===== config.mk =====
export PLATFORM = sky130hd
export DESIGN_NAME = cmpl_gate_drv
export DESIGN_NICKNAME = d
export VERILOG_FILES = /design/src/rtl/cgd_pkg.sv /design/src/rtl/cgd_glitch_filter.sv /design/src/rtl/cgd_dead_seq.sv /design/src/rtl/cgd_safety_gate.sv /design/src/rtl/cmpl_gate_drv.sv
export SDC_FILE = /design/constraint.sdc
export NUM_CORES = 1
export LEC_CHECK = 0
export BUFFER_PORTS_ARGS = -buffer_cell sky130_fd_sc_hd__buf_4
export CAP_MARGIN = 40
export CORE_UTILIZATION = 45
export DETAILED_ROUTE_END_ITERATION = 7
export HOLD_SLACK_MARGIN = 0.12
export PLACE_DENSITY = 0.69
export RECOVER_POWER = 100
export SYNTH_ARGS = -nofsm -noshare
export SYNTH_HDL_FRONTEND = slang
export SYNTH_SLANG_ARGS = --single-unit

===== constraint.sdc =====
create_clock -name clk -period 1.9 [get_ports clk]
set_input_delay 0.19 -clock clk [delete_from_list [all_inputs] [get_ports clk]]
set_output_delay 0.19 -clock clk [all_outputs]
set_load 0.005 [all_outputs]

===== src/rtl/cgd_pkg.sv =====
package cgd_pkg;

   typedef struct packed {
      logic hi;
      logic lo;
   } gate_pair_t;

   typedef enum logic [1:0] {
      SEQ_HOLD  = 2'd0,
      SEQ_GAP   = 2'd1,
      SEQ_DRIVE = 2'd2
   } seq_state_t;

endpackage


===== src/rtl/cgd_glitch_filter.sv =====
module cgd_glitch_filter #(
   parameter int GLITCH_CYC   = 4,
   parameter bit HAS_DEGLITCH = 1'b1
) (
   input  logic clk,
   input  logic rst_n,
   input  logic pwm_in,
   input  logic dg_sel,
   output logic phase
);
   localparam int CW = (GLITCH_CYC < 2) ? 1 : $clog2(GLITCH_CYC);

   if (GLITCH_CYC < 2) begin : g_bad_len
      $error("GLITCH_CYC must be at least 2");
   end

   logic raw_q;

   always_ff @(posedge clk or negedge rst_n) begin
      if (!rst_n) raw_q <= 1'b0;
      else        raw_q <= pwm_in;
   end

   if (HAS_DEGLITCH) begin : g_filter
      logic          filt_q;
      logic [CW-1:0] cnt_q;

      always_ff @(posedge clk or negedge rst_n) begin
         if (!rst_n) begin
            filt_q <= 1'b0;
            cnt_q  <= '0;
         end else if (!dg_sel) begin
            filt_q <= raw_q;
            cnt_q  <= '0;
         end else if (raw_q == filt_q) begin
            cnt_q  <= '0;
         end else if (cnt_q == CW'(GLITCH_CYC - 1)) begin
            filt_q <= raw_q;
            cnt_q  <= '0;
         end else begin
            cnt_q  <= cnt_q + CW'(1);
         end
      end

      assign phase = dg_sel ? filt_q : raw_q;

      AST_FILT_PERSIST: assert property (@(posedge clk) disable iff (!rst_n)
         ($past(dg_sel) && (filt_q != $past(filt_q))) |-> ($past(cnt_q) == CW'(GLITCH_CYC - 1)));
   end else begin : g_bypass
      logic unused_sel;
      assign unused_sel = dg_sel;
      assign phase      = raw_q;
   end

endmodule


===== src/rtl/cgd_dead_seq.sv =====
module cgd_dead_seq
   import cgd_pkg::*;
#(
   parameter int DT_W = 8
) (
   input  logic            clk,
   input  logic            rst_n,
   input  logic            allow,
   input  logic            phase,
   input  logic [DT_W-1:0] dead_cyc,
   output gate_pair_t      drv
);
   seq_state_t      state_q;
   logic            tgt_q;
   logic [DT_W-1:0] cnt_q;
   logic [DT_W-1:0] dt_eff;

   assign dt_eff = (dead_cyc == '0) ? DT_W'(1) : dead_cyc;

   always_ff @(posedge clk or negedge rst_n) begin
      if (!rst_n) begin
         state_q <= SEQ_HOLD;
         tgt_q   <= 1'b0;
         cnt_q   <= '0;
      end else if (!allow) begin
         state_q <= SEQ_HOLD;
         tgt_q   <= phase;
         cnt_q   <= '0;
      end else if (phase != tgt_q) begin
         state_q <= SEQ_GAP;
         tgt_q   <= phase;
         cnt_q   <= DT_W'(1);
      end else begin
         unique case (state_q)
            SEQ_HOLD: begin
               state_q <= SEQ_GAP;
               cnt_q   <= DT_W'(1);
            end
            SEQ_GAP: begin
               if (cnt_q >= dt_eff) state_q <= SEQ_DRIVE;
               else                 cnt_q   <= cnt_q + DT_W'(1);
            end
            SEQ_DRIVE: state_q <= SEQ_DRIVE;
            default:   state_q <= SEQ_HOLD;
         endcase
      end
   end

   assign drv.hi = (state_q == SEQ_DRIVE) &&  tgt_q;
   assign drv.lo = (state_q == SEQ_DRIVE) && !tgt_q;

   AST_GAP_BEFORE_ON: assert property (@(posedge clk) disable iff (!rst_n)
      $rose(state_q == SEQ_DRIVE) |-> $past(!drv.hi && !drv.lo));
   AST_GAP_LENGTH: assert property (@(posedge clk) disable iff (!rst_n)
      $rose(state_q == SEQ_DRIVE) |-> ($past(cnt_q) >= $past(dt_eff)));
   AST_HOLD_WHEN_BLOCKED: assert property (@(posedge clk) disable iff (!rst_n)
      !allow |=> (state_q == SEQ_HOLD));
   AST_RESTART_ON_FLIP: assert property (@(posedge clk) disable iff (!rst_n)
      (allow && (phase != tgt_q)) |=> ((state_q == SEQ_GAP) && (tgt_q == $past(phase))));

endmodule


===== src/rtl/cgd_safety_gate.sv =====
module cgd_safety_gate
   import cgd_pkg::*;
(
   input  logic       en_in,
   input  logic       pwr_in_ok,
   input  logic       pwr_hi_ok,
   input  logic       pwr_lo_ok,
   input  gate_pair_t drv,
   output logic       allow,
   output logic       gate_hi,
   output logic       gate_lo,
   output logic       ready
);
   assign allow   = en_in && pwr_in_ok;
   assign gate_hi = drv.hi && allow && pwr_hi_ok;
   assign gate_lo = drv.lo && allow && pwr_lo_ok;
   assign ready   = pwr_in_ok && pwr_hi_ok && pwr_lo_ok;

endmodule


===== src/rtl/cmpl_gate_drv.sv =====
module cmpl_gate_drv
   import cgd_pkg::*;
#(
   parameter int DT_W         = 8,
   parameter int GLITCH_CYC   = 4,
   parameter bit HAS_DEGLITCH = 1'b1
) (
   input  logic            clk,
   input  logic            rst_n,
   input  logic            pwm_in,
   input  logic            en_in,
   input  logic [DT_W-1:0] dead_cyc,
   input  logic            dg_sel,
   input  logic            pwr_in_ok,
   input  logic            pwr_hi_ok,
   input  logic            pwr_lo_ok,
   output logic            gate_hi,
   output logic            gate_lo,
   output logic            ready
);
   if (DT_W < 2) begin : g_bad_width
      $error("DT_W must be at least 2");
   end

   logic       phase;
   logic       allow;
   gate_pair_t drv;

   cgd_glitch_filter #(
      .GLITCH_CYC   (GLITCH_CYC),
      .HAS_DEGLITCH (HAS_DEGLITCH)
   ) u_filter (
      .clk    (clk),
      .rst_n  (rst_n),
      .pwm_in (pwm_in),
      .dg_sel (dg_sel),
      .phase  (phase)
   );

   cgd_dead_seq #(
      .DT_W (DT_W)
   ) u_seq (
      .clk      (clk),
      .rst_n    (rst_n),
      .allow    (allow),
      .phase    (phase),
      .dead_cyc (dead_cyc),
      .drv      (drv)
   );

   cgd_safety_gate u_gate (
      .en_in     (en_in),
      .pwr_in_ok (pwr_in_ok),
      .pwr_hi_ok (pwr_hi_ok),
      .pwr_lo_ok (pwr_lo_ok),
      .drv       (drv),
      .allow     (allow),
      .gate_hi   (gate_hi),
      .gate_lo   (gate_lo),
      .ready     (ready)
   );

   AST_NO_OVERLAP: assert property (@(posedge clk) disable iff (!rst_n)
      !(gate_hi && gate_lo));
   AST_SIDE_FAULT_HI: assert property (@(posedge clk) disable iff (!rst_n)
      !pwr_hi_ok |-> !gate_hi);

endmodule


Yosys cells after proc, flatten, opt, wreduce, memory -nomap -nowiden
Index checks and enable logic that the tools add are counted.

storage, ports and cells
  flip-flop bits (word level) = 15
  output and inout port bits = 3
  logic and storage cells = 52

cells by class
  add/sub/neg operators = 2
  order comparisons = 1
  equality and inequality tests = 11
  mux-type cells = 18
  reductions and logical operators = 14

operators by type and width
  cell                                            count
  2-to-1 mux 8 bit                                4
  one-hot mux 8 bit (2 select lines)              1
  2-to-1 mux 2 bit                                6
  != test 4 bit (second input constant)           3
  logical AND 1 bit                               9
  adder 8 x 1 -> 8 bit (second input constant)    1
  >= comparator 8 bit                             1
  zero test 8 bit                                 1
  2-to-1 mux 1 bit                                6
  one-hot mux 2 bit (3 select lines)              1
  == test 2 bit (second input constant)           2
  != test 2 bit (second input constant)           2
  AND reduction 2 bit                             2
  adder 2 x 1 -> 2 bit (second input constant)    1
  == test 2 x 1 -> 1 bit (second input constant)  1
  zero test 2 bit                                 1
  != test 2 x 1 -> 1 bit (second input constant)  1
  == test 1 bit                                   1
  zero test 1 bit                                 1
  != test 1 bit                                   1

Depth between registers and ports, before layout
Gate-level depths: netlist (run 1).

  depth in word-level cells = 7
  depth in mapped cells = 9
  gate-level depth less buffers = 8

Modules after synthesis
Synthesis (run 1) repeated with hierarchy kept, for this count alone.

unflattened totals
  cells, all modules = 109
  area, all modules = 1,078.5 um2

modules (own cells, without submodules)
  module             times used  cells each  area each (um2)
  cgd_dead_seq       1           93          879.6
  cgd_glitch_filter  1           12          166.4
  cgd_safety_gate    1           4           32.5

Worst setup path before layout (run 1)
No wires, ideal clock.

  path kind = input port to flip-flop
  from = in dead_cyc[2]
  to = reg u_seq.cnt_q[5]
  setup time = 0.082 ns
  arrival = 1.878 ns
  setup slack = -0.060 ns
  stages on the path = 8
  cells stage by stage = nor4_1 -> a41o_1 -> ha_1 -> nor3b_1 -> o21a_1 -> o21ai_1 -> or4_1 -> a31oi_1

between the ends
  word-level cells in the longest chain between the ends = 5

ends and longest elaborated chain
  what                                    RTL line             source
  from (decl)                             cmpl_gate_drv.sv:12  input logic [DT_W-1:0] dead_cyc,
  zero test 8 bit                         cgd_dead_seq.sv:18   assign dt_eff = (dead_cyc == '0) ? DT_W'(1) : dead_cyc;
  2-to-1 mux 8 bit *                      cgd_dead_seq.sv:18
  >= comparator 8 bit *                   cgd_dead_seq.sv:40   if (cnt_q >= dt_eff) state_q <= SEQ_DRIVE;
  != test 4 bit (no source line) *        -
  AND reduction 2 bit (no source line) *  -
  to (signal assigned)                    cgd_dead_seq.sv:41   else cnt_q <= cnt_q + DT_W'(1);
  to (decl)                               cgd_dead_seq.sv:15   logic [DT_W-1:0] cnt_q;

Every way passes the cells marked *; elsewhere a longest branch is shown, timed or not.
A chain may end at the register's enable or synchronous reset.

Worst setup path in the final report (run 1)
  from = reg u_seq.cnt_q[3]
  to = reg u_seq.cnt_q[7]

between the ends
  word-level cells in the longest chain between the ends = 5
  elaborated cells on any way between the ends = 8

ends and longest elaborated chain
  what                                RTL line            source
  adder 8 x 1 -> 8 bit                cgd_dead_seq.sv:41
  2-to-1 mux 8 bit                    cgd_dead_seq.sv:40
  one-hot mux 8 bit (2 select lines)  cgd_dead_seq.sv:34  unique case (state_q)
  2-to-1 mux 8 bit                    cgd_dead_seq.sv:29  end else if (phase != tgt_q) begin
  2-to-1 mux 8 bit                    cgd_dead_seq.sv:25  end else if (!allow) begin

Several ways; a longest one is shown, not always the timed one. The select of a mux whose other input is x is not followed.

==> impl_summary.log, run 1 <==
INFO  metric finalNonFillerCells = 177
INFO  metric switching_share = 31.10%
INFO  metric cts_max_path_buffers = 2
INFO  metric fmaxAchievable = about 540 MHz
INFO  metric cts.htree.levels = 1
INFO  metric ant_nets = 0
INFO  metric timing.critical_path.required = around 2100 ps
INFO  metric post_synth_inst_count = between 100 and 150
INFO  metric setup.worst_path.end_class = register
INFO  metric reg2reg_slack = just under 60 ps
INFO  metric path_max_fanout = 2
INFO  metric routed_wire_length_per_instance = about 14 um
INFO  metric placement.setup.worst_slack = -229.5 ps
INFO  metric pwr_density_cell = around 500 nW/um2
INFO  metric grt_util_met2 = 40.79%
INFO  metric detail_route.first_pass.iterations = 4
INFO  metric totalWireLength = 2.427 mm
INFO  metric share_clk_of_total_power = between 20% and 30%
INFO  metric critical-path-slowest-cell = dfrtp_1
INFO  metric grt_remaining_overflow = 0
INFO  metric vdd.ir_drop.worst = 0.0004390 V
INFO  metric syn_area_per_cell = 9.341 um2
INFO  metric synthDominantAreaCellType = dfrtp_1
INFO  metric final-setup-viol-count = 0
INFO  metric synth_edf_count = 0
INFO  metric coreArea = about 2200 um2
INFO  metric period_minus_slack = between 1500 and 2000 ps
INFO  metric clock_sink_count = 15
INFO  metric path_clk_slew = ~110 ps
INFO  metric finalClockSkew = just under 8 ps
INFO  metric layout_setup_ws = 57.78 ps
INFO  metric tritoncts.num_buffers = 3
INFO  metric grt_first_pass_wirelength = just over 4 mm
INFO  metric relSlewSlack = between 40% and 50%
INFO  metric grt.met1_usage = between 20% and 30%
INFO  metric portBuffers = 18
INFO  metric final_nets = roughly 180
INFO  metric seqPwrFrac = a little under 50%
INFO  metric clk_latency = about 310 ps
INFO  metric setup_repair_after_global_routing_missed_its_margin = true
INFO  metric initial_utilization = approximately half
INFO  metric maxCapViolations = 0
INFO  metric mappedNetlistNets = roughly 150
INFO  metric m3_gr_usage = around 2.7%
INFO  metric number_of_hold_slack_violations_in_the_final_timing_report = 0
INFO  metric synth-async-reset-ratio = between 90% and 100%
INFO  metric timing_max_transition_violations_final = 0
INFO  metric synth.area.top_cells = dfrtp_1, ha_1, inv_1
INFO  metric p_switching = 0.0002213 W
INFO  metric insertedDiodeCount = 0
INFO  metric worst_hold_path_type = primary input to register
INFO  metric synth-main-ff-cell = dfrtp_1
INFO  metric largest_net_degree_at_the_start_of_global_routing = 16
INFO  metric combinational_power_share = 23.1%
INFO  metric vias_per_cell = about 5.7
INFO  metric fp.dieH = 51.07 um
INFO  metric leakage = a little under 0.7 nW
INFO  metric cellInternalPower = 0.0004902 W
INFO  metric count_of_standard_cell_rows = 17
INFO  metric yosys_warnings = 0
INFO  metric gp_congestion = around 0.75
INFO  metric crit_top_cell = o211ai_1
INFO  metric path_cells = ha_4 -> o211ai_1 -> o21a_1 -> buf_4 -> o211ai_1 -> mux2_2 -> a21oi_1
INFO  metric clock_tree.root_cell = clkbuf_4
INFO  metric postSynthRegisterBits = 15
INFO  metric synth_common_cells = dfrtp_1, inv_1, ha_1, nand2_1, nand2b_1
INFO  metric area_growth = 30.95%
INFO  metric timing.setup.critical_path_class = register to register
INFO  metric post-route-drc-count = 0
INFO  metric final.period_utilization = a little over nine tenths
INFO  metric yosysSeqAreaShare = ~35%
INFO  metric max_stage_delay = around 430 ps
INFO  metric clock_tree_from_tritoncts = built
INFO  metric outcome = completed
INFO  metric worst_setup_start_kind = register
INFO  metric via_count_of_the_first_global_routing_pass = roughly 1000
INFO  metric die_width = roughly 51 um
INFO  metric dp_cells = 169
INFO  metric dpl.hpwl = approximately 1.8 mm
INFO  metric top_usage_layer = met2
INFO  metric syn_area = roughly 1100 um2
INFO  metric detailroute.via_count = between 1000 and 1500
INFO  metric crit_arrival = roughly 2100 ps
INFO  metric tightestPinTransition = 845.6 ps
INFO  metric dr.first_iter.drc_count = 16
INFO  metric drive_above_1_share = between 30% and 40%
INFO  metric top_level_ports = 19
INFO  metric netlist.area_leader.share = between 30% and 40%
INFO  metric grtUsageTotal = between 20% and 30%
INFO  metric antenna_violations_before_repair = 0
INFO  metric synthDistinctLibCells = 38
INFO  metric floorplan.die_area = 2608 um2
-- final cells by class --
class	instances	area, um2
multi-input combinational	85	698.2
fill	200	814.5
tap	28	35.03
clock buffer	3	22.52
timing repair buffer	30	226.5
clock inverter	1	5.005
inverter	15	56.30
sequential	15	375.4
-- per-stage QoR --
stage	TNS (ps)	hold slack, ps	utilization [%]	area (um2)	total power [W]
2_1_floorplan	0	-105.6	-	1092	0.0004409
3_3_place_gp	-493.8	55.35	58.99	1318	0.0005012
3_5_place_dp	-837.9	59.03	58.99	1318	0.0005067
4_1_cts	0	131.4	62.75	1401	0.0007099
5_1_grt	-67.45	132.4	63.53	1419	0.0007387
6_report	0	120.2	63.53	1419	0.0007114
-- routing by layer --
| metal | wire (um) | vias up |
|---|---|---|
| li1 | - | 485 |
| met1 | 997 | 482 |
| met2 | 1245 | 29 |
| met3 | 104 | 9 |
| met4 | 79 | 0 |
| met5 | 0 | - |
-- worst max-delay path, delay by kind of cell, from the launching register on --
kind	cells	cell delay [ps]
AOI/OAI and AO/OA	4	570
adders and majority gates	1	290
buffers and inverters	1	130
DFF	1	430
muxes	1	350
-- power groups by stage --
stage	logic (W)	clock network (W)	registers (W)
after floorplan	0.0000918	0	0.000349
after global placement	0.000152	0	0.000349
after detailed placement	0.000156	0	0.000351
after CTS	0.000164	0.000202	0.000344
after global routing	0.000183	0.000210	0.000345
final	0.000165	0.000203	0.000343
-- cells by family after synthesis --
logic type / after synthesis / share of synthesized area (%)
buffers and inverters: 16 / 5.657
AND/OR/NAND/NOR: 40 / 21.25
flip-flops: 15 / 34.64
adder cells (fa/ha/maj): 13 / 15.01
XOR/XNOR: 3 / 2.425
AO/OA/AOI/OAI: 23 / 14.43
multiplexers: 6 / 6.581
-- sequential cells by signal, summed over array words and instances, names as in the netlist --
name,cells
u_filter.g_filter.filt_q,1
u_seq.state_q,2
u_filter.g_filter.cnt_q,2
u_seq.tgt_q,1
u_filter.raw_q,1
u_seq.cnt_q,8
-- path summary, 6_finish.rpt --
path                                                 start                         end  depth (start not counted)
worst max-delay path                        u_seq.cnt_q[3]              u_seq.cnt_q[7]                          7
worst min-delay path                                dg_sel  u_filter.g_filter.cnt_q[0]                          3
worst max register to register              u_seq.cnt_q[3]              u_seq.cnt_q[7]                          7
worst min register to register  u_filter.g_filter.cnt_q[0]  u_filter.g_filter.cnt_q[0]                          1
max in group asynchronous                            rst_n            u_seq.state_q[1]                          2
min in group asynchronous                            rst_n              u_seq.cnt_q[0]                          2
-- cell usage in the layout, fill, tap and decap left out, types with 2 or more instances in the layout --
cell,count
inv_1,15
dlygate4sd3_1,2
nor3_1,3
nand3_1,5
a22oi_1,2
nand3b_1,2
xor2_1,2
ha_1,11
ha_4,2
o211ai_1,2
and3_1,3
nor2_1,4
a31oi_1,2
mux2i_1,3
nand2_1,7
dfrtp_1,15
o22ai_1,4
clkbuf_4,6
nand2b_1,6
a21oi_1,4
buf_4,24
mux2_2,2
-- what timing repair did --
action	in CTS	in global routing
gates cloned	0	0
setup buffers	2	0
endpoints found under the hold margin	16	0
resized for setup	3	3
hold buffers	2	0
endpoints found under the setup margin	1	3
pin swaps	1	7
(Power assumes the default switching activity.)
==> inputs of run 2 (changes only) <==
- CTS_BUF_LIST: default -> sky130_fd_sc_hd__clkbuf_8 sky130_fd_sc_hd__clkbuf_16
- SYNTH_HIERARCHICAL: default -> 1
==> run 2 against run 1 <==
Effect of this change: highest routed layer unchanged; critical endpoint is now u_seq/cnt_q[4]; design area grew 7.2%; utilization grew 4.6 points; combinational power grew 19%; largest cell class unchanged; sequential cell count is the same; sequential power is essentially flat; count of clock-buffer cells in the layout is the same; the flow now finishes with violations (negative setup slack); via count shrank 5.0%; worst setup slack lost 140 ps.
==> impl_summary.log, run 2 <==
INFO  metric outcome = finished, violations left
INFO  metric violations = negative setup slack
INFO  metric synth_edf_count = 0
INFO  metric synth_common_cells = dfrtp_1, ha_1, inv_1, nand2_1, nor2_1
INFO  metric final.fill_count = ~180
INFO  metric synthDistinctLibCells = 36
INFO  metric number_of_hold_slack_violations_in_the_final_timing_report = 0
INFO  metric final.period_utilization = 104.1%
INFO  metric layout_common_cells = buf_4, dfrtp_1, ha_1
INFO  metric detailroute.via_count = 955
INFO  metric coreArea = roughly 2200 um2
INFO  metric worst_hold_path_type = primary input to register
INFO  metric p_total = roughly 0.0008 W
INFO  metric critPathTopFamily = simple AND/OR/NAND/NOR gates
INFO  metric cts_max_path_buffers = 2
INFO  metric top_level_ports = 19
INFO  metric max_stage_delay = about 340 ps
INFO  metric path_clk_slew = about 60 ps
INFO  metric clock_tree.root_cell = clkbuf_8
INFO  metric tightestPinTransition = 817.6 ps
INFO  metric fp.dieH = 50.96 um
INFO  metric yosysSeqAreaShare = between 30% and 40%
INFO  metric synth-main-ff-cell = dfrtp_1
INFO  metric netlist.area_leader.share = about a third
INFO  metric crit_arrival = about 2200 ps
INFO  metric critical_path.startpoint = dead_cyc[2]
INFO  metric timing.critical_path.required = just over 2000 ps
INFO  metric top_register = u_seq/cnt_q
INFO  metric gp_congestion = ~0.74
INFO  metric count_of_standard_cell_rows = 17
INFO  metric clk_latency = approximately 250 ps
INFO  metric synthDominantAreaCellType = dfrtp_1
INFO  metric regToRegStartpoint = u_seq/cnt_q[0]
INFO  metric totalWireLength = 2.373 mm
INFO  metric synth-async-reset-ratio = 100.0%
INFO  metric vdd.ir_drop.worst = between 0.0004 and 0.0005 V
INFO  metric synth_most_common_cell = dfrtp_1
INFO  metric vias_per_cell = 5.276
INFO  metric dr.first_iter.drc_count = 12
INFO  metric fmaxAchievable = approximately 510 MHz
INFO  metric antenna_violations_before_repair = 0
INFO  metric mappedNetlistNets = ~140
INFO  metric final-setup-viol-count = 8
INFO  metric finalNonFillerCells = around 180
INFO  metric grtUsageTotal = between 20% and 30%
INFO  metric timing_max_transition_violations_final = 0
INFO  metric insertedDiodeCount = 0
INFO  metric via_count_of_the_first_global_routing_pass = approximately 1000
INFO  metric setup_repair_after_global_routing_missed_its_margin = true
INFO  metric grt_first_pass_wirelength = 4.133 mm
INFO  metric detail_route.first_pass.iterations = 4
INFO  metric finalClockSkew = between 1.5 and 2 ps
INFO  metric pwr_density_cell = about 520 nW/um2
INFO  metric area_growth = 41.07%
INFO  metric final_nets = 183
INFO  metric largest_net_degree_at_the_start_of_global_routing = 16
INFO  metric clock_tree_from_tritoncts = built
INFO  metric flip_flop_count_of_the_largest_register_after_layout = 8
INFO  metric postSynthRegisterBits = 15
INFO  metric die_width = 50.96 um
INFO  metric floorplan.die_area = about 2600 um2
INFO  metric critical_path.n_buffers_inverters = 2
INFO  metric largestRegisters = u_seq/cnt_q (8), u_filter/g_filter.cnt_q (2), u_seq/state_q (2)
INFO  metric setup.worst_path.end_class = register
INFO  metric period_minus_slack = 1977 ps
INFO  metric drive_above_1_share = 35.95%
INFO  metric tritoncts.num_buffers = 3
INFO  metric routed_wire_length_per_instance = 13.11 um
INFO  metric dpl.hpwl = roughly 1.7 mm
INFO  metric clock_sink_count = 15
INFO  metric synth.area.top_cells = dfrtp_1, ha_1, inv_1
INFO  metric initial_utilization = between 40% and 50%
INFO  metric path_max_fanout = 5
INFO  metric portBuffers = 18
INFO  metric dp_cells = ~170
INFO  metric layout_setup_ws = -77.33 ps
INFO  metric timing.hold.worst_path_depth = 3
INFO  metric final_common_cell = buf_4
INFO  metric yosys_warnings = 6
INFO  metric grt_remaining_overflow = 0
INFO  metric leakage = ~0.74 nW
INFO  metric path_cells = buf_8 -> nor4_4 -> a41o_1 -> ha_1 -> nand2b_4 -> a2111oi_4 -> buf_4 -> o41ai_4 -> or3_1 -> a21oi_2
INFO  metric worst_hold_startpoint = dg_sel
INFO  metric worst-r2r-cell-count = 8
INFO  metric cts.htree.levels = 1
INFO  metric relSlewSlack = approximately 45%
INFO  metric maxCapViolations = 0
INFO  metric timing.setup.critical_path_class = primary input to register
INFO  metric post-route-drc-count = 0
INFO  metric syn_area = around 1100 um2
INFO  metric post_synth_inst_count = about 110
INFO  metric critical-path-slowest-cell = or3_1
INFO  metric worst-path-stages = 10
INFO  metric syn_area_per_cell = just under 10 um2
INFO  metric worst_setup_start_kind = primary input
INFO  metric ant_nets = 0
## run 2: final cells by class
class / count / area, um2 / area share, %
clock buffer: 3 / 41.29 / 2.714
sequential: 15 / 375.4 / 24.67
inverter: 12 / 45.04 / 2.961
timing repair buffer: 41 / 320.3 / 21.05
tap: 28 / 35.03 / 2.303
clock inverter: 1 / 5.005 / 0.3289
multi-input combinational: 81 / 699.4 / 45.97
## run 2: path summary, 6_finish.rpt
kind,slack (ps),end
max,-80,u_seq/cnt_q[4]
min,180,u_filter/g_filter.cnt_q[1]
max reg2reg,-40,u_seq/cnt_q[4]
min reg2reg,450,u_filter/g_filter.cnt_q[0]
max in group asynchronous,850,u_seq/cnt_q[4]
min in group asynchronous,550,u_seq/cnt_q[6]
## run 2: power by group
group / switching, W / internal (W) / leakage, nW
logic: 0.0000910 / 0.000106 / 0.519
registers: 0.00000925 / 0.000333 / 0.200
clock network: 0.000112 / 0.000145 / 0.0255
total: 0.000212 / 0.000584 / 0.744
## run 2: layer usage
metal  vias up  routed length, um  GRT usage (%)
li1        479                  -              -
met1       452                955          23.46
met2        20               1291          39.69
met3         4                 80          2.976
met4         0                 45          11.57
met5         -                  0              0
## run 2: metrics by stage
stage | TNS (ps) | hold WS [ps] | area [um2] | setup slack [ps] | util, %
after global routing | -1112 | 177.7 | 1521 | -145.4 | 68.12
final | -263.9 | 180.1 | 1521 | -77.33 | 68.12
after CTS | -465.0 | 174.9 | 1514 | -89.73 | 67.79
after detailed placement | -3621 | 56.51 | 1361 | -397.6 | 60.95
after floorplan | -223.8 | -105.6 | 1094 | -91.51 | -
after global placement | -2972 | 53.23 | 1361 | -335.8 | 60.95
## run 2: tightest hold or removal path, cell delays in order
cell and delay, ps:
buf_4 120, nand2_1 50, nor2_1 30
## run 2: what timing repair did
item | 4_1_cts | 5_1_grt
endpoints found under the setup margin | 10 | 10
cloned | 1 | 0
resized for setup | 10 | 2
buffers inserted | 5 | 2
hold buffers | 2 | 0
pin swaps | 4 | 7
endpoints found under the hold margin | 16 | 0
## run 2: logic make-up after synthesis
logic type	synth area share, %
buffers and inverters	5.568
AND/OR/NAND/NOR	19.95
adder cells (fa/ha/maj)	15.08
AO/OA/AOI/OAI	18.68
XOR/XNOR	1.624
multiplexers	4.292
flip-flops	34.80
==> inputs of run 3 (changes only) <==
- CELL_PAD_IN_SITES_DETAIL_PLACEMENT: default -> 0
- CELL_PAD_IN_SITES_GLOBAL_PLACEMENT: default -> 1
- CORE_UTILIZATION: 45 -> 25
- PLACE_DENSITY: 0.69 -> default
- PLACE_DENSITY_LB_ADDON: default -> 0.1
- clock period: 1.9 -> 2.5 ns (I/O delays scaled with it)
==> run 3 against run 2 <==
Effect of this change: sequential cell count stayed put; largest cell class unchanged; die area is 76% higher; total power is 29% lower; largest power group unchanged; register-to-register slack better by 340 ps; critical path depth is 1 lower; first-iteration DRC count is 42% higher; utilization is 36 points lower; the run now ends clean; count of clock-buffer cells in the layout stayed put; global-route usage is 10 points lower; critical endpoint unchanged.
==> impl_summary.log, run 3 (synthesis gave the netlist of run 2 again) <==
INFO  metric outcome = completed
INFO  metric clock_tree_from_tritoncts = built
INFO  metric insertedDiodeCount = 0
INFO  metric leakage = between 0.6 and 0.7 nW
INFO  metric vias_per_cell = approximately 4.8
INFO  metric initial_utilization = a little over a quarter
INFO  metric fp.dieH = just under 70 um
INFO  metric area.sequential = 375.4 um2
INFO  metric grt_remaining_overflow = 0
INFO  metric top_usage_layer = met2
INFO  metric final.period_utilization = 89.54%
INFO  metric worst_setup_start_kind = primary input
INFO  metric portBuffers = 18
INFO  metric final.fill_count = between 400 and 500
INFO  metric path_max_fanout = 15
INFO  metric cts.htree.levels = 1
INFO  metric m3_gr_usage = roughly 1.5%
INFO  metric antenna_violations_before_repair = 0
INFO  metric multiInputGateArea = between 600 and 700 um2
INFO  metric number_of_hold_slack_violations_in_the_final_timing_report = 0
INFO  metric post-route-drc-count = 0
INFO  metric relSlewSlack = approximately 44%
INFO  metric clock_sink_count = 15
INFO  metric finalClockSkew = about 1.5 ps
INFO  metric placement.setup.worst_slack = roughly 30 ps
INFO  metric grt.met1_usage = 13.65%
INFO  metric tritoncts.num_buffers = 3
INFO  metric coreArea = just over 4000 um2
INFO  metric final_nets = between 150 and 200
INFO  metric setup_repair_after_global_routing_missed_its_margin = false
INFO  metric die_width = a little under 70 um
INFO  metric timing.setup.critical_path_class = primary input to register
INFO  metric dpl.hpwl = between 1.5 and 2 mm
INFO  metric drive_above_1_share = between 20 and 25%
INFO  metric timing.critical_path.required = ~2700 ps
INFO  metric timing_max_transition_violations_final = 0
INFO  metric path_clk_slew = around 60 ps
INFO  metric gp_congestion = roughly 0.74
INFO  metric largest_net_degree_at_the_start_of_global_routing = 16
INFO  metric final-setup-viol-count = 0
INFO  metric layout_setup_ws = between 200 and 300 ps
INFO  metric clock_tree.root_cell = clkbuf_8
INFO  metric largestRegisters = u_seq/cnt_q (8), u_filter/g_filter.cnt_q (2), u_seq/state_q (2)
INFO  metric via_count_of_the_first_global_routing_pass = about 850
INFO  metric top_level_ports = 19
INFO  metric period_minus_slack = between 2000 and 2500 ps
INFO  metric maxCapViolations = 0
INFO  metric top_register = u_seq/cnt_q
INFO  metric flip_flop_count_of_the_largest_register_after_layout = 8
INFO  metric final_common_cell = dfrtp_1
INFO  metric detailroute.via_count = 860
INFO  metric tns = 0 ps
INFO  metric post_cts.resized_instances = 0
INFO  metric layout_common_cells = dfrtp_1, ha_1, buf_4, inv_1, nand2_1
INFO  metric setup.worst_path.end_class = register
INFO  metric grt_util_met2 = approximately a fifth
INFO  metric cts_max_path_buffers = 2
INFO  metric area_growth = 21.69%
INFO  metric detail_route.first_pass.iterations = 4
INFO  metric tightestPinTransition = 832.6 ps
INFO  metric fmaxAchievable = 446.7 MHz
INFO  metric count_of_standard_cell_rows = 23
INFO  metric pwr_density_cell = ~430 nW/um2
INFO  metric routed_wire_length_per_instance = 12.33 um
INFO  metric grtUsageTotal = between 10% and 20%
INFO  metric ant_nets = 0
INFO  metric worst_hold_path_type = primary input to register
INFO  metric floorplan.die_area = roughly 4600 um2
INFO  metric totalWireLength = around 2.2 mm
INFO  metric grt_first_pass_wirelength = roughly 3.8 mm
INFO  metric dr.first_iter.drc_count = 17
INFO  metric clk_latency = ~240 ps
INFO  metric crit_arrival = between 2000 and 2500 ps
INFO  metric vdd.ir_drop.worst = ~0.00022 V
==> run 3: cell types whose count changed in the layout (fill, tap and decap cells not counted), sizes merged <==
cell | before | now
buf | 35 | 12
clkbuf | 7 | 9
o41ai | 2 | 1
==> run 3: path summary, 6_finish.rpt <==
kind                                             from                         end  slack [ps]  cells past startpoint
setup / recovery                          dead_cyc[2]              u_seq/cnt_q[4]         260                      9
hold / removal                                 dg_sel  u_filter/g_filter.cnt_q[1]         240                      3
setup reg to reg                       u_seq/cnt_q[3]              u_seq/cnt_q[1]         300                      6
hold reg to reg            u_filter/g_filter.cnt_q[0]  u_filter/g_filter.cnt_q[0]         450                      1
max in group asynchronous                       rst_n              u_seq/cnt_q[0]        1360                      2
min in group asynchronous                       rst_n              u_seq/cnt_q[5]         620                      2
==> run 3: what timing repair did <==
item / in CTS / in global routing
setup endpoints to repair: 0 / 0
hold endpoints to repair: 16 / 0
buffers inserted: 0 / 0
hold buffers: 2 / 0
==> run 3: per-layer routing <==
| metal | vias up | wire (um) | share of wire [%] |
|---|---|---|---|
| li1 | 433 | - | - |
| met1 | 404 | 1004 | 45 |
| met2 | 21 | 1105 | 50 |
| met3 | 2 | 102 | 4.6 |
| met4 | 0 | 19 | 0.85 |
| met5 | - | 0 | 0 |
==> run 3: layout make-up <==
class,count,share of cell area (%)
Timing Repair Buffer,20,11.53
Tap cell,50,4.766
Multi-Input combinational cell,80,48.14
Clock buffer,3,3.146
Inverter,12,3.432
Clock inverter,1,0.3813
Sequential cell,15,28.60
==> run 3: per-stage QoR <==
stage	hold slack [ps]	instances	power (W)	instance area [um2]	utilization (%)
6_report	239.5	181	0.0005624	1313	32.35
5_1_grt	240.4	181	0.0005976	1313	32.35
4_1_cts	235.8	181	0.0005804	1328	32.72
3_5_place_dp	122.1	175	0.0003797	1261	31.08
3_3_place_gp	123.1	175	0.0003775	1261	31.08
2_1_floorplan	-45.59	109	0.0003404	1079	-
==> run 3: power breakdown <==
| part | internal (W) | switching, W | leakage (nW) |
|---|---|---|---|
| Sequential | 0.000253 | 0.00000825 | 0.200 |
| Clock | 0.000110 | 0.0000841 | 0.0255 |
| Combinational | 0.0000523 | 0.0000545 | 0.395 |
==> run 3: critical path, cell delays in order <==
cell and delay (ps):
clkbuf_4 110, nor4_1 270, a41o_1 220, ha_1 220, nand2b_1 170, a2111oi_4 410
o41ai_4 210, or3_1 400, a21oi_1 140
